`src/rtl/agu_pkg.sv`:
```
package agu_pkg;
  localparam int unsigned INST_W   = 32;
  localparam int unsigned IMM_W    = 12;
  localparam int unsigned SHAMT_W  = 5;

  localparam int unsigned B_REGOFF = 25;
  localparam int unsigned B_PRE    = 24;
  localparam int unsigned B_UP     = 23;
  localparam int unsigned B_BYTE   = 22;
  localparam int unsigned B_WB     = 21;
  localparam int unsigned B_LOAD   = 20;
  localparam int unsigned B_SHLO   = 7;
  localparam int unsigned B_KINDLO = 5;
  localparam int unsigned B_REGSH  = 4;

  typedef enum logic [1:0] {
    SH_LSL = 2'b00,
    SH_LSR = 2'b01,
    SH_ASR = 2'b10,
    SH_ROR = 2'b11
  } sh_kind_e;

  typedef struct packed {
    logic               reg_off;
    logic               pre;
    logic               up;
    logic               byte_sel;
    logic               wb_bit;
    logic               load;
    logic               reg_shift;
    logic [SHAMT_W-1:0] shamt;
    sh_kind_e           kind;
    logic [IMM_W-1:0]   imm12;
  } ls_fields_t;
endpackage

```
`src/rtl/agu_decode.sv`:
```
module agu_decode
  import agu_pkg::*;
(
  input  logic [INST_W-1:0] inst_i,
  output ls_fields_t        fld_o,
  output logic              undef_o,
  output logic              user_xlat_o
);
  logic unused_bits;
  assign unused_bits = ^{inst_i[31:26], inst_i[19:12]};

  always_comb begin
    fld_o.reg_off   = inst_i[B_REGOFF];
    fld_o.pre       = inst_i[B_PRE];
    fld_o.up        = inst_i[B_UP];
    fld_o.byte_sel  = inst_i[B_BYTE];
    fld_o.wb_bit    = inst_i[B_WB];
    fld_o.load      = inst_i[B_LOAD];
    fld_o.reg_shift = inst_i[B_REGSH];
    fld_o.shamt     = inst_i[B_SHLO +: SHAMT_W];
    fld_o.kind      = sh_kind_e'(inst_i[B_KINDLO +: 2]);
    fld_o.imm12     = inst_i[IMM_W-1:0];
  end

  // register-specified shift amounts are not a legal offset form
  assign undef_o     = fld_o.reg_off & fld_o.reg_shift;
  assign user_xlat_o = ~fld_o.pre & fld_o.wb_bit;

  always_comb begin
    if (!inst_i[B_REGOFF]) p_no_undef_imm_r11: assert (!undef_o);
  end
endmodule

```
`src/rtl/agu_shifter.sv`:
```
module agu_shifter
  import agu_pkg::*;
#(
  parameter int unsigned DATA_W = 32
) (
  input  logic [DATA_W-1:0]  rm_i,
  input  logic [SHAMT_W-1:0] shamt_i,
  input  sh_kind_e           kind_i,
  input  logic               c_i,
  output logic [DATA_W-1:0]  off_o
);
  localparam int unsigned DW2 = 2 * DATA_W;

  logic              amt_zero;
  logic [DW2-1:0]    rot_pair;
  logic [DW2-1:0]    rot_shifted;
  logic [DW2-1:0]    sext;
  logic [DW2-1:0]    asr_shifted;

  assign amt_zero    = (shamt_i == '0);
  assign rot_pair    = {rm_i, rm_i};
  assign rot_shifted = rot_pair >> shamt_i;
  assign sext        = {{DATA_W{rm_i[DATA_W-1]}}, rm_i};
  assign asr_shifted = sext >> shamt_i;

  always_comb begin
    unique case (kind_i)
      SH_LSL: off_o = rm_i << shamt_i;
      SH_LSR: off_o = amt_zero ? '0 : (rm_i >> shamt_i);
      SH_ASR: off_o = amt_zero ? {DATA_W{rm_i[DATA_W-1]}} : asr_shifted[DATA_W-1:0];
      SH_ROR: off_o = amt_zero ? {c_i, rm_i[DATA_W-1:1]} : rot_shifted[DATA_W-1:0];
      default: off_o = '0;
    endcase
  end

  always_comb begin
    if (kind_i == SH_LSR) p_lsr_msb_clear_r6: assert (!off_o[DATA_W-1]);
    if (kind_i == SH_ASR) p_asr_sign_kept_r6: assert (off_o[DATA_W-1] == rm_i[DATA_W-1]);
    if (kind_i == SH_LSL && amt_zero) p_lsl_zero_identity_r6: assert (off_o == rm_i);
    if (kind_i == SH_ROR && amt_zero) p_rrx_low_r7: assert (off_o[0] == rm_i[1]);
  end
endmodule

```
`src/rtl/agu_addsub.sv`:
```
module agu_addsub #(
  parameter int unsigned DATA_W = 32
) (
  input  logic [DATA_W-1:0] base_i,
  input  logic [DATA_W-1:0] off_i,
  input  logic              up_i,
  output logic [DATA_W-1:0] sum_o
);
  logic [DATA_W-1:0] operand_b;
  logic              cin;

  // subtraction as base + ~off + 1 to share one adder
  assign operand_b = up_i ? off_i : ~off_i;
  assign cin       = ~up_i;
  assign sum_o     = base_i + operand_b + {{(DATA_W-1){1'b0}}, cin};

  always_comb begin
    if (off_i == '0) p_zero_off_identity_r2: assert (sum_o == base_i);
  end
endmodule

```
`src/rtl/ls_agu.sv`:
```
module ls_agu
  import agu_pkg::*;
#(
  parameter int unsigned DATA_W = 32
) (
  input  logic [INST_W-1:0] inst_i,
  input  logic [DATA_W-1:0] rn_i,
  input  logic [DATA_W-1:0] rm_i,
  input  logic              c_i,
  output logic [DATA_W-1:0] addr_o,
  output logic              wb_en_o,
  output logic [DATA_W-1:0] wb_val_o,
  output logic              is_load_o,
  output logic              is_byte_o,
  output logic              user_xlat_o,
  output logic              undef_o
);
  localparam int unsigned IMM_PAD = DATA_W - IMM_W;

  ls_fields_t        fld;
  logic              undef;
  logic [DATA_W-1:0] reg_off;
  logic [DATA_W-1:0] offset;
  logic [DATA_W-1:0] sum;
  logic              wb_req;

  agu_decode u_dec (
    .inst_i      (inst_i),
    .fld_o       (fld),
    .undef_o     (undef),
    .user_xlat_o (user_xlat_o)
  );

  agu_shifter #(.DATA_W(DATA_W)) u_shf (
    .rm_i    (rm_i),
    .shamt_i (fld.shamt),
    .kind_i  (fld.kind),
    .c_i     (c_i),
    .off_o   (reg_off)
  );

  assign offset = fld.reg_off ? reg_off : {{IMM_PAD{1'b0}}, fld.imm12};

  agu_addsub #(.DATA_W(DATA_W)) u_add (
    .base_i (rn_i),
    .off_i  (offset),
    .up_i   (fld.up),
    .sum_o  (sum)
  );

  assign wb_req    = (~fld.pre | fld.wb_bit) & ~undef;
  assign addr_o    = fld.pre ? sum : rn_i;
  assign wb_en_o   = wb_req;
  assign wb_val_o  = wb_req ? sum : '0;
  assign is_load_o = fld.load;
  assign is_byte_o = fld.byte_sel;
  assign undef_o   = undef;

  always_comb begin
    if (undef_o) p_undef_no_wb_r11: assert (!wb_en_o && wb_val_o == '0);
    if (!inst_i[B_PRE]) p_post_addr_base_r3: assert (addr_o == rn_i);
    if (inst_i[B_PRE] && inst_i[B_WB] && !undef_o) p_pre_wb_is_addr_r5: assert (wb_en_o && wb_val_o == addr_o);
    if (inst_i[B_PRE] && !inst_i[B_WB]) p_offset_no_wb_r4: assert (!wb_en_o);
    if (user_xlat_o) p_xlat_is_post_r10: assert (addr_o == rn_i);
  end
endmodule

```
`config.mk`:
```
export PLATFORM = sky130hd
export DESIGN_NAME = ls_agu
export DESIGN_NICKNAME = d
export VERILOG_FILES = /design/src/rtl/agu_pkg.sv /design/src/rtl/agu_decode.sv /design/src/rtl/agu_shifter.sv /design/src/rtl/agu_addsub.sv /design/src/rtl/ls_agu.sv
export SDC_FILE = /design/constraint.sdc
export NUM_CORES = 1
export LEC_CHECK = 0
export BUFFER_PORTS_ARGS = -buffer_cell sky130_fd_sc_hd__buf_2
export CORE_MARGIN = 3
export CORE_UTILIZATION = 55
export DETAILED_ROUTE_END_ITERATION = 8
export MAX_ROUTING_LAYER = met4
export PLACE_DENSITY = 0.86
export SYNTH_ARGS = -nofsm -noshare
export SYNTH_HDL_FRONTEND = slang
export SYNTH_SLANG_ARGS = --single-unit
```
`constraint.sdc`:
```
create_clock -name vclk -period 6.3
set_input_delay 0.63 -clock vclk [all_inputs]
set_output_delay 0.63 -clock vclk [all_outputs]
set_load 0.02 [all_outputs]
```
==> results of run 1 <==
-- logic make-up after synthesis --
kind of cell | count (synthesis) | share of synthesized area
AO/OA/AOI/OAI | 401 | 0.339
AND/OR/NAND/NOR | 379 | 0.220
buffers and inverters | 128 | 0.0784
multiplexers | 117 | 0.244
XOR/XNOR | 54 | 0.0630
adder cells (fa/ha/maj) | 33 | 0.0560
-- cells in the mapped netlist (12+ instances only) --
cell      number  area share
nor2_1       168       0.084
a21oi_1      116       0.077
nand2_1      105       0.053
o21ai_0       96       0.064
clkbuf_1      67       0.034
mux2i_1       56       0.075
mux4_2        45        0.14
xnor2_1       43       0.050
ha_1          32       0.053
inv_1         25       0.013
nand3_1       23       0.015
nor3_1        23       0.015
o211ai_1      20       0.020
a21o_1        19       0.019
o22ai_1       19       0.016
a31oi_1       18       0.015
a211oi_1      13       0.013
and3_1        13       0.011
buf_1         12      0.0060
-- worst min-delay path by stage --
stage / start / to / slack, ns / depth (start not counted)
final: inst_i[20] / is_load_o / 1.26 / 0
after floorplan: inst_i[22] / is_byte_o / 1.37 / 1
after global placement: inst_i[22] / is_byte_o / 1.26 / 0
after detailed placement: inst_i[22] / is_byte_o / 1.26 / 0
after CTS: inst_i[22] / is_byte_o / 1.26 / 0
after global routing: inst_i[20] / is_load_o / 1.26 / 0
-- area by class of cell --
type,instances,share of cell area
inverters,29,0.0121
well taps,176,0.0245
multi-input cells,984,0.772
repair buffers,264,0.191
-- timing repair --
action	4_1_cts	5_1_grt
gates cloned	0	0
setup buffers	0	0
endpoints found under the setup margin	7	16
resized for setup	2	17
-- layer usage --
layer  part of all wire  wire length (µm)
met1               0.40             13700
met2               0.41             14100
met3               0.15              5100
met4              0.046              1600
met5                  0                 0
-- where the power goes --
part	internal, mW	switching (mW)
registers	0	0
logic	0.520	0.818
clock network	0	0
total	0.520	0.818
==> flow_summary.toml, run 1 <==
[synth]
synthDistinctLibCells = 77
post_synth_instance_area_um2 = 7500
postSynthAreaPerCell_um2 = 6.75
synthesis.instances = 1112
synth.yosys.warnings = 0
synth.yosys.seq_area_share = 0
postSynthNetCount = 1242

[drt]
first_pass_iters = 7
via_count = 10100
antenna_left = 0
drc_errors = 0
detail_route.wirelength_mm = 34.4
routedWlPerCell_um = 23.7
vias_per_cell = 6.94
initialDrtViolationCount = 1804

[cells_and_area]
commonest_non_fill_non_tap_cell_in_the_layout = "nor2_1"
fin_nets = 1409
areaGrowthSynthToFinish_pct = 19.8
final.fill_count = 1211
post-route-util = 0.676
design.seq.count = 0
most-common-layout-cells = "nor2_1, buf_2, a21oi_1"
clockBufferCount = 0
final_layout_size_suffix_gt1_frac = 0.275
fin_area_um2 = 8990
diodes_inserted = 0
area_used_by_multi_input_combinational_logic_um2 = 6950
final-seq-area_um2 = 0
fin_cells = 1453

[global_route]
wire_length_of_the_first_global_routing_pass_mm = 51.7
grt_util_met1 = 0.643
all_layer_global_routing_usage = 0.452
grt_util_met2 = 0.628
largest_net_degree_at_the_start_of_global_routing = 70
antenna_found_initial = 0
groute.layer.met3.usage = 0.104
first_global_vias = 8961
grt-busiest-layer = "met1"
total_gr_overflow = 0

[place]
place_ws_ns = -0.239
dpl.hpwl_mm = 26.9
io_buffer_count = 148
dp_cells = 1453
routabilityCongestion = 1.09
cell_area_after_placement_um2 = 8950

[setup_path]
setup.worst_path.class = "in2out"
cp_max_fo = 37
crit_arrival_ns = 5.44
critPathRequiredTime_ns = 5.67
cp_num_buf_inv = 5
timing.critical_path.mode_cell = "a21oi_1"
timing.critical_path.cells = "clkbuf_4, buf_12, mux4_1, buf_4, nor2_1, a21oi_1, a21oi_1, a2111oi_1, buf_4, a21oi_1, o22ai_1, xnor2_1, ha_1, a21oi_1, nor2_1, a211o_1, nand3_1, nand2_1, nor2_1, a21oi_2, o211ai_1, mux2i_1, o311ai_0, buf_2"
worst_setup_endpoint = "addr_o[27]"
sort_of_element_at_the_end_of_the_critical_path = "primary output"
worst_path_dominant_cell_family = "compound AO/OA/AOI/OAI gates"
cp.depth = 24
crit_start = "inst_i[8]"
critPathMaxStageDelay_ns = 0.35
crit_slowest_cell = "mux4_1"
crit_path_start_kind = "primary input"

[pwr]
power_density_nw_per_um2 = 149
vdd_ir_drop_max_v = 0.0000958
total_power_mw = 1.34
power.static_leakage_nw = 3.98

[sta]
fin_worst_hold_slack_ns = 1.26
achievable-frequency_ghz = 0.165
final-setup-viol-count = 0
layout_setup_ws_ns = 0.228
worst-slew-pin-transition_ns = 0.705
relative_slew_margins = 0.529
maxSlewViolCount = 0
hold_violations = 0
period_share = 0.964
totalNegativeSetupSlack_ns = 0
layout_min_cycle_time_ns = 6.07

[hold_path]
holdCritPathClass = "in2out"

[clocking]
postCtsHoldBufs = 0

[floorplan]
initial_utilization = 0.564
dieHeight_um = 123
ioPinCount = 166
rows = 42
die_area_um2 = 15100
fp.coreArea_um2 = 13300
horiz_die_dim_um = 123

[status]
outcome = "completed"

[flow_run]
drv.max_cap_violation_count = 0
No activity file was read; power rests on OpenSTA's default activity.
==> run 2: changes to the inputs <==
--- a/config.mk
+++ b/config.mk
@@ -6,11 +6,12 @@
 export NUM_CORES = 1
 export LEC_CHECK = 0
 export BUFFER_PORTS_ARGS = -buffer_cell sky130_fd_sc_hd__buf_2
+export CORE_ASPECT_RATIO = 1.25
 export CORE_MARGIN = 3
-export CORE_UTILIZATION = 55
+export CORE_UTILIZATION = 45
 export DETAILED_ROUTE_END_ITERATION = 8
 export MAX_ROUTING_LAYER = met4
-export PLACE_DENSITY = 0.86
+export PLACE_DENSITY = 0.73
 export SYNTH_ARGS = -nofsm -noshare
 export SYNTH_HDL_FRONTEND = slang
 export SYNTH_SLANG_ARGS = --single-unit
==> run 2 against run 1 <==
- global-route usage decreased by 6.2 points
- setup slack improved by 0.040 ns
- die area increased by 21%
- total power increased by 2.6%
- flip-flop and latch count unchanged
- combinational power about the same
- non-clock buffer count increased by 42
- final area increased by 4.1%
- sequential share of layout area unchanged
- utilization decreased by 10 points
- routed wire length increased by 5.0%
- clock-buffer cell count unchanged
- largest cell class unchanged
- highest routed layer unchanged
==> flow_summary.toml, run 2 (synthesized netlist as in run 1, its figures left out) <==
[cells_and_area]
post-route-util = 0.575
design.seq.count = 0
final-seq-area_um2 = 0
fin_nets = 1451
clockBufferCount = 0
fin_cells = 1536
fin_area_um2 = 9360
most-common-layout-cells = "nor2_1, buf_4, buf_2"
areaGrowthSynthToFinish_pct = 24.7
commonest_non_fill_non_tap_cell_in_the_layout = "nor2_1"
final_layout_size_suffix_gt1_frac = 0.298

[hold_path]
holdCritPathClass = "in2out"

[status]
outcome = "completed"

[sta]
relative_slew_margins = 0.290
layout_min_cycle_time_ns = 6.03
layout_setup_ws_ns = 0.268
achievable-frequency_ghz = 0.166
hold_violations = 0
maxSlewViolCount = 0
worst-slew-pin-transition_ns = 1.06
final-setup-viol-count = 0
rsz_0062_raised_after_global_routing = "false"
period_share = 0.957

[place]
dp_cells = 1535
routabilityCongestion = 1.06
dpl.hpwl_mm = 29.1
place_ws_ns = -0.00652
io_buffer_count = 148
cell_area_after_placement_um2 = 9310

[floorplan]
fp.coreArea_um2 = 16300
die_area_um2 = 18300
horiz_die_dim_um = 122
dieHeight_um = 150
ioPinCount = 166
rows = 52
initial_utilization = 0.461

[global_route]
all_layer_global_routing_usage = 0.390
wire_length_of_the_first_global_routing_pass_mm = 53.7
antenna_found_initial = 1
total_gr_overflow = 0
first_global_vias = 9300
largest_net_degree_at_the_start_of_global_routing = 58

[setup_path]
sort_of_element_at_the_end_of_the_critical_path = "primary output"
critPathRequiredTime_ns = 5.67
cp_max_fo = 19
crit_arrival_ns = 5.40
crit_path_start_kind = "primary input"
setup.worst_path.class = "in2out"

[drt]
detail_route.wirelength_mm = 36.2
routedWlPerCell_um = 23.6
vias_per_cell = 6.54
initialDrtViolationCount = 1049
via_count = 10100
drc_errors = 0
antenna_left = 0
first_pass_iters = 7

[pwr]
power_density_nw_per_um2 = 147
vdd_ir_drop_max_v = 0.0000710
power.static_leakage_nw = 4.18
total_power_mw = 1.37

[flow_run]
drv.max_cap_violation_count = 0
-- run 2: changes by cell type in the layout (fill, tap and decap cells not counted), moves of 2 or more --
cell,before,now
mux2i_2,0,2
buf_4,109,152
o21ai_0,90,92
mux2i_1,56,54
o21ai_2,2,0
-- run 2: layer usage --
| layer | track usage | vias up | routed length (µm) | share of wire |
|---|---|---|---|---|
| met5 | - | - | 0 | 0 |
| met1 | 0.451 | 4625 | 13100 | 0.36 |
| met2 | 0.666 | 676 | 17200 | 0.47 |
| li1 | - | 4591 | - | - |
| met3 | 0.0334 | 159 | 3160 | 0.087 |
| met4 | 0.219 | 0 | 2780 | 0.077 |
-- run 2: through the flow --
step                hold WS, ns  setup TNS [ns]
floorplan                  1.37               0
global placement           1.26               0
detailed placement         1.26        -0.00652
CTS                        1.26               0
global route               1.26               0
finish                     1.26               0
-- run 2: final timing paths --
path	startpoint	endpoint	slack (ns)	depth (start not counted)
setup / recovery	inst_i[7]	addr_o[28]	0.27	21
hold / removal	inst_i[20]	is_load_o	1.26	0
-- run 2: worst max-delay path, stage by stage --
cell	delay, ns
buf_8	0.18
buf_12	0.20
mux4_2	0.55
mux2_2	0.30
mux2i_1	0.29
o22ai_1	0.12
nor2_1	0.14
o32ai_1	0.12
xnor2_1	0.17
ha_1	0.20
or4_1	0.55
o21ai_1	0.19
a311oi_1	0.11
buf_4	0.16
o31ai_1	0.33
a21boi_1	0.15
buf_4	0.15
o211a_1	0.23
o21a_1	0.19
o31ai_1	0.22
buf_2	0.20
-- run 2: repair_timing --
item / in CTS / in global routing
hold buffers: 0 / 0
resized for setup: 1 / 15
setup buffers: 0 / 0
setup endpoints to repair: 1 / 24
-- run 2: final cells by class --
class	count	area [µm²]
diodes	1	2.50
multi-input cells	984	6950
fillers	1651	6910
inverters	29	109
repair buffers	306	2030
well taps	216	270
-- run 2: power breakdown --
group          internal, mW    total (mW)  switching (mW)  leakage (nW)
logic                 0.548          1.37           0.825          4.18
registers                 0             0               0             0
clock network  0.0000000212  0.0000000212               0    0.00000634
total                 0.548          1.37           0.825          4.18
==> run 3: changes to the inputs <==
--- a/config.mk
+++ b/config.mk
@@ -6,12 +6,14 @@
 export NUM_CORES = 1
 export LEC_CHECK = 0
 export BUFFER_PORTS_ARGS = -buffer_cell sky130_fd_sc_hd__buf_2
+export CELL_PAD_IN_SITES_DETAIL_PLACEMENT = 1
+export CELL_PAD_IN_SITES_GLOBAL_PLACEMENT = 2
 export CORE_ASPECT_RATIO = 1.25
 export CORE_MARGIN = 3
-export CORE_UTILIZATION = 45
+export CORE_UTILIZATION = 31
 export DETAILED_ROUTE_END_ITERATION = 8
 export MAX_ROUTING_LAYER = met4
-export PLACE_DENSITY = 0.73
+export PLACE_DENSITY = 0.89
 export SYNTH_ARGS = -nofsm -noshare
 export SYNTH_HDL_FRONTEND = slang
 export SYNTH_SLANG_ARGS = --single-unit
==> run 3 against run 2 <==
- clock-buffer cell count did not move
- first-iteration DRC count fell by 14%
- critical path depth rose by 1
==> flow_summary.toml, run 3 (synthesized netlist as in run 1, its figures left out) <==
[status]
outcome = "completed"

[cells_and_area]
fin_cells = 1551
final-seq-area_um2 = 0
final.fill_count = 3131
commonest_non_fill_non_tap_cell_in_the_layout = "nor2_1"
design.seq.count = 0
diodes_inserted = 0
areaGrowthSynthToFinish_pct = 17.2
final_layout_size_suffix_gt1_frac = 0.246
most-common-layout-cells = "nor2_1, buf_2, a21oi_1"
fin_nets = 1358
clockBufferCount = 0

[global_route]
all_layer_global_routing_usage = 0.270
largest_net_degree_at_the_start_of_global_routing = 63
wire_length_of_the_first_global_routing_pass_mm = 56.1
total_gr_overflow = 0
first_global_vias = 9721
antenna_found_initial = 0

[sta]
layout_min_cycle_time_ns = 5.99
totalNegativeSetupSlack_ns = 0
maxSlewViolCount = 0
period_share = 0.951
achievable-frequency_ghz = 0.167
fin_worst_hold_slack_ns = 1.26
final-setup-viol-count = 0
worst-slew-pin-transition_ns = 1.07
hold_violations = 0
layout_setup_ws_ns = 0.310
relative_slew_margins = 0.288

[hold_path]
holdCritPathClass = "in2out"

[floorplan]
ioPinCount = 166
rows = 63
fp.coreArea_um2 = 23800
die_area_um2 = 26100
initial_utilization = 0.315
horiz_die_dim_um = 145
dieHeight_um = 180

[setup_path]
critPathMaxStageDelay_ns = 0.56
crit_slowest_cell = "mux4_2"
crit_arrival_ns = 5.36
crit_path_start_kind = "primary input"
cp_num_buf_inv = 4
cp_max_fo = 16
sort_of_element_at_the_end_of_the_critical_path = "primary output"
timing.critical_path.cells = "buf_12, buf_12, buf_4, mux4_2, mux4_2, a21oi_1, o21ai_0, a21oi_1, a211o_1, xnor2_1, ha_1, a21oi_1, o21ai_0, a21oi_1, nor2b_1, o21ai_0, nand2b_1, a21oi_2, and3_1, mux2i_1, o311ai_1, buf_2"
setup.worst_path.class = "in2out"
critPathRequiredTime_ns = 5.67
timing.critical_path.mode_cell = "a21oi_1"
worst_path_dominant_cell_family = "compound AO/OA/AOI/OAI gates"

[drt]
first_pass_iters = 6
routedWlPerCell_um = 23.8
detail_route.wirelength_mm = 37.0
vias_per_cell = 6.33
drc_errors = 0
antenna_left = 0
via_count = 9811
initialDrtViolationCount = 907

[pwr]
total_power_mw = 1.29
switching_share = 0.633
power_density_nw_per_um2 = 147
total_switching_power_mw = 0.818
pint_mw = 0.474
power.clock.fraction = 0
sequentialPowerShare = 0
combinationalPowerShare = 1.000
power.static_leakage_nw = 3.73
vdd_ir_drop_max_v = 0.0000512

[place]
dpl.hpwl_mm = 29.1
dp_cells = 1547
io_buffer_count = 148
place_ws_ns = -0.0216
routabilityCongestion = 1.08

[flow_run]
drv.max_cap_violation_count = 0

[clocking]
postCtsHoldBufs = 0
run 3: cell count changes in the layout (fill, tap and decap cells not counted), sizes merged:
cell / previous run / this run
buf: 306 / 211
clkbuf: 0 / 2
diode: 1 / 0
run 3: worst paths after layout:
path / startpoint / to / slack, ns / cells past startpoint
max: inst_i[7] / addr_o[29] / 0.31 / 22
min: inst_i[20] / is_load_o / 1.26 / 0
run 3: cell type report:
| type | instances | area [µm²] | share of cell area |
|---|---|---|---|
| Tap cell | 325 | 407 | 0.0463 |
| Timing Repair Buffer | 213 | 1320 | 0.150 |
| Multi-Input combinational cell | 984 | 6960 | 0.791 |
| Inverter | 29 | 109 | 0.0124 |
run 3: power groups by stage:
| stage | Clock, mW | Combinational [mW] | Sequential (mW) |
|---|---|---|---|
| 2_1_floorplan | 0 | 0.846 | 0 |
| 5_1_grt | 0 | 1.39 | 0 |
| 4_1_cts | 0 | 1.25 | 0 |
| 6_report | 0 | 1.29 | 0 |
| 3_3_place_gp | 0 | 1.23 | 0 |
| 3_5_place_dp | 0 | 1.25 | 0 |
run 3: layer usage:
layer | vias up | part of all wire | GRT usage | wire length, µm
met5 | - | 0 | - | 0
met2 | 592 | 0.45 | 0.433 | 16500
met4 | 0 | 0.060 | 0.110 | 2210
met1 | 4674 | 0.41 | 0.346 | 15200
li1 | 4394 | - | - | -
met3 | 151 | 0.082 | 0.0313 | 3040
run 3: timing repair:
| action | 4_1_cts | 5_1_grt |
|---|---|---|
| buffers inserted | 0 | 2 |
| endpoints found under the setup margin | 4 | 23 |
| pin swaps | 0 | 4 |
| gates cloned | 0 | 2 |
| gates resized for setup | 2 | 21 |
run 3: stage by stage:
step	util	cell area, µm²
4_1_cts	0.364	8660
6_report	0.369	8790
3_5_place_dp	0.364	8660
5_1_grt	0.369	8790
3_3_place_gp	0.364	8660
2_1_floorplan	-	7500
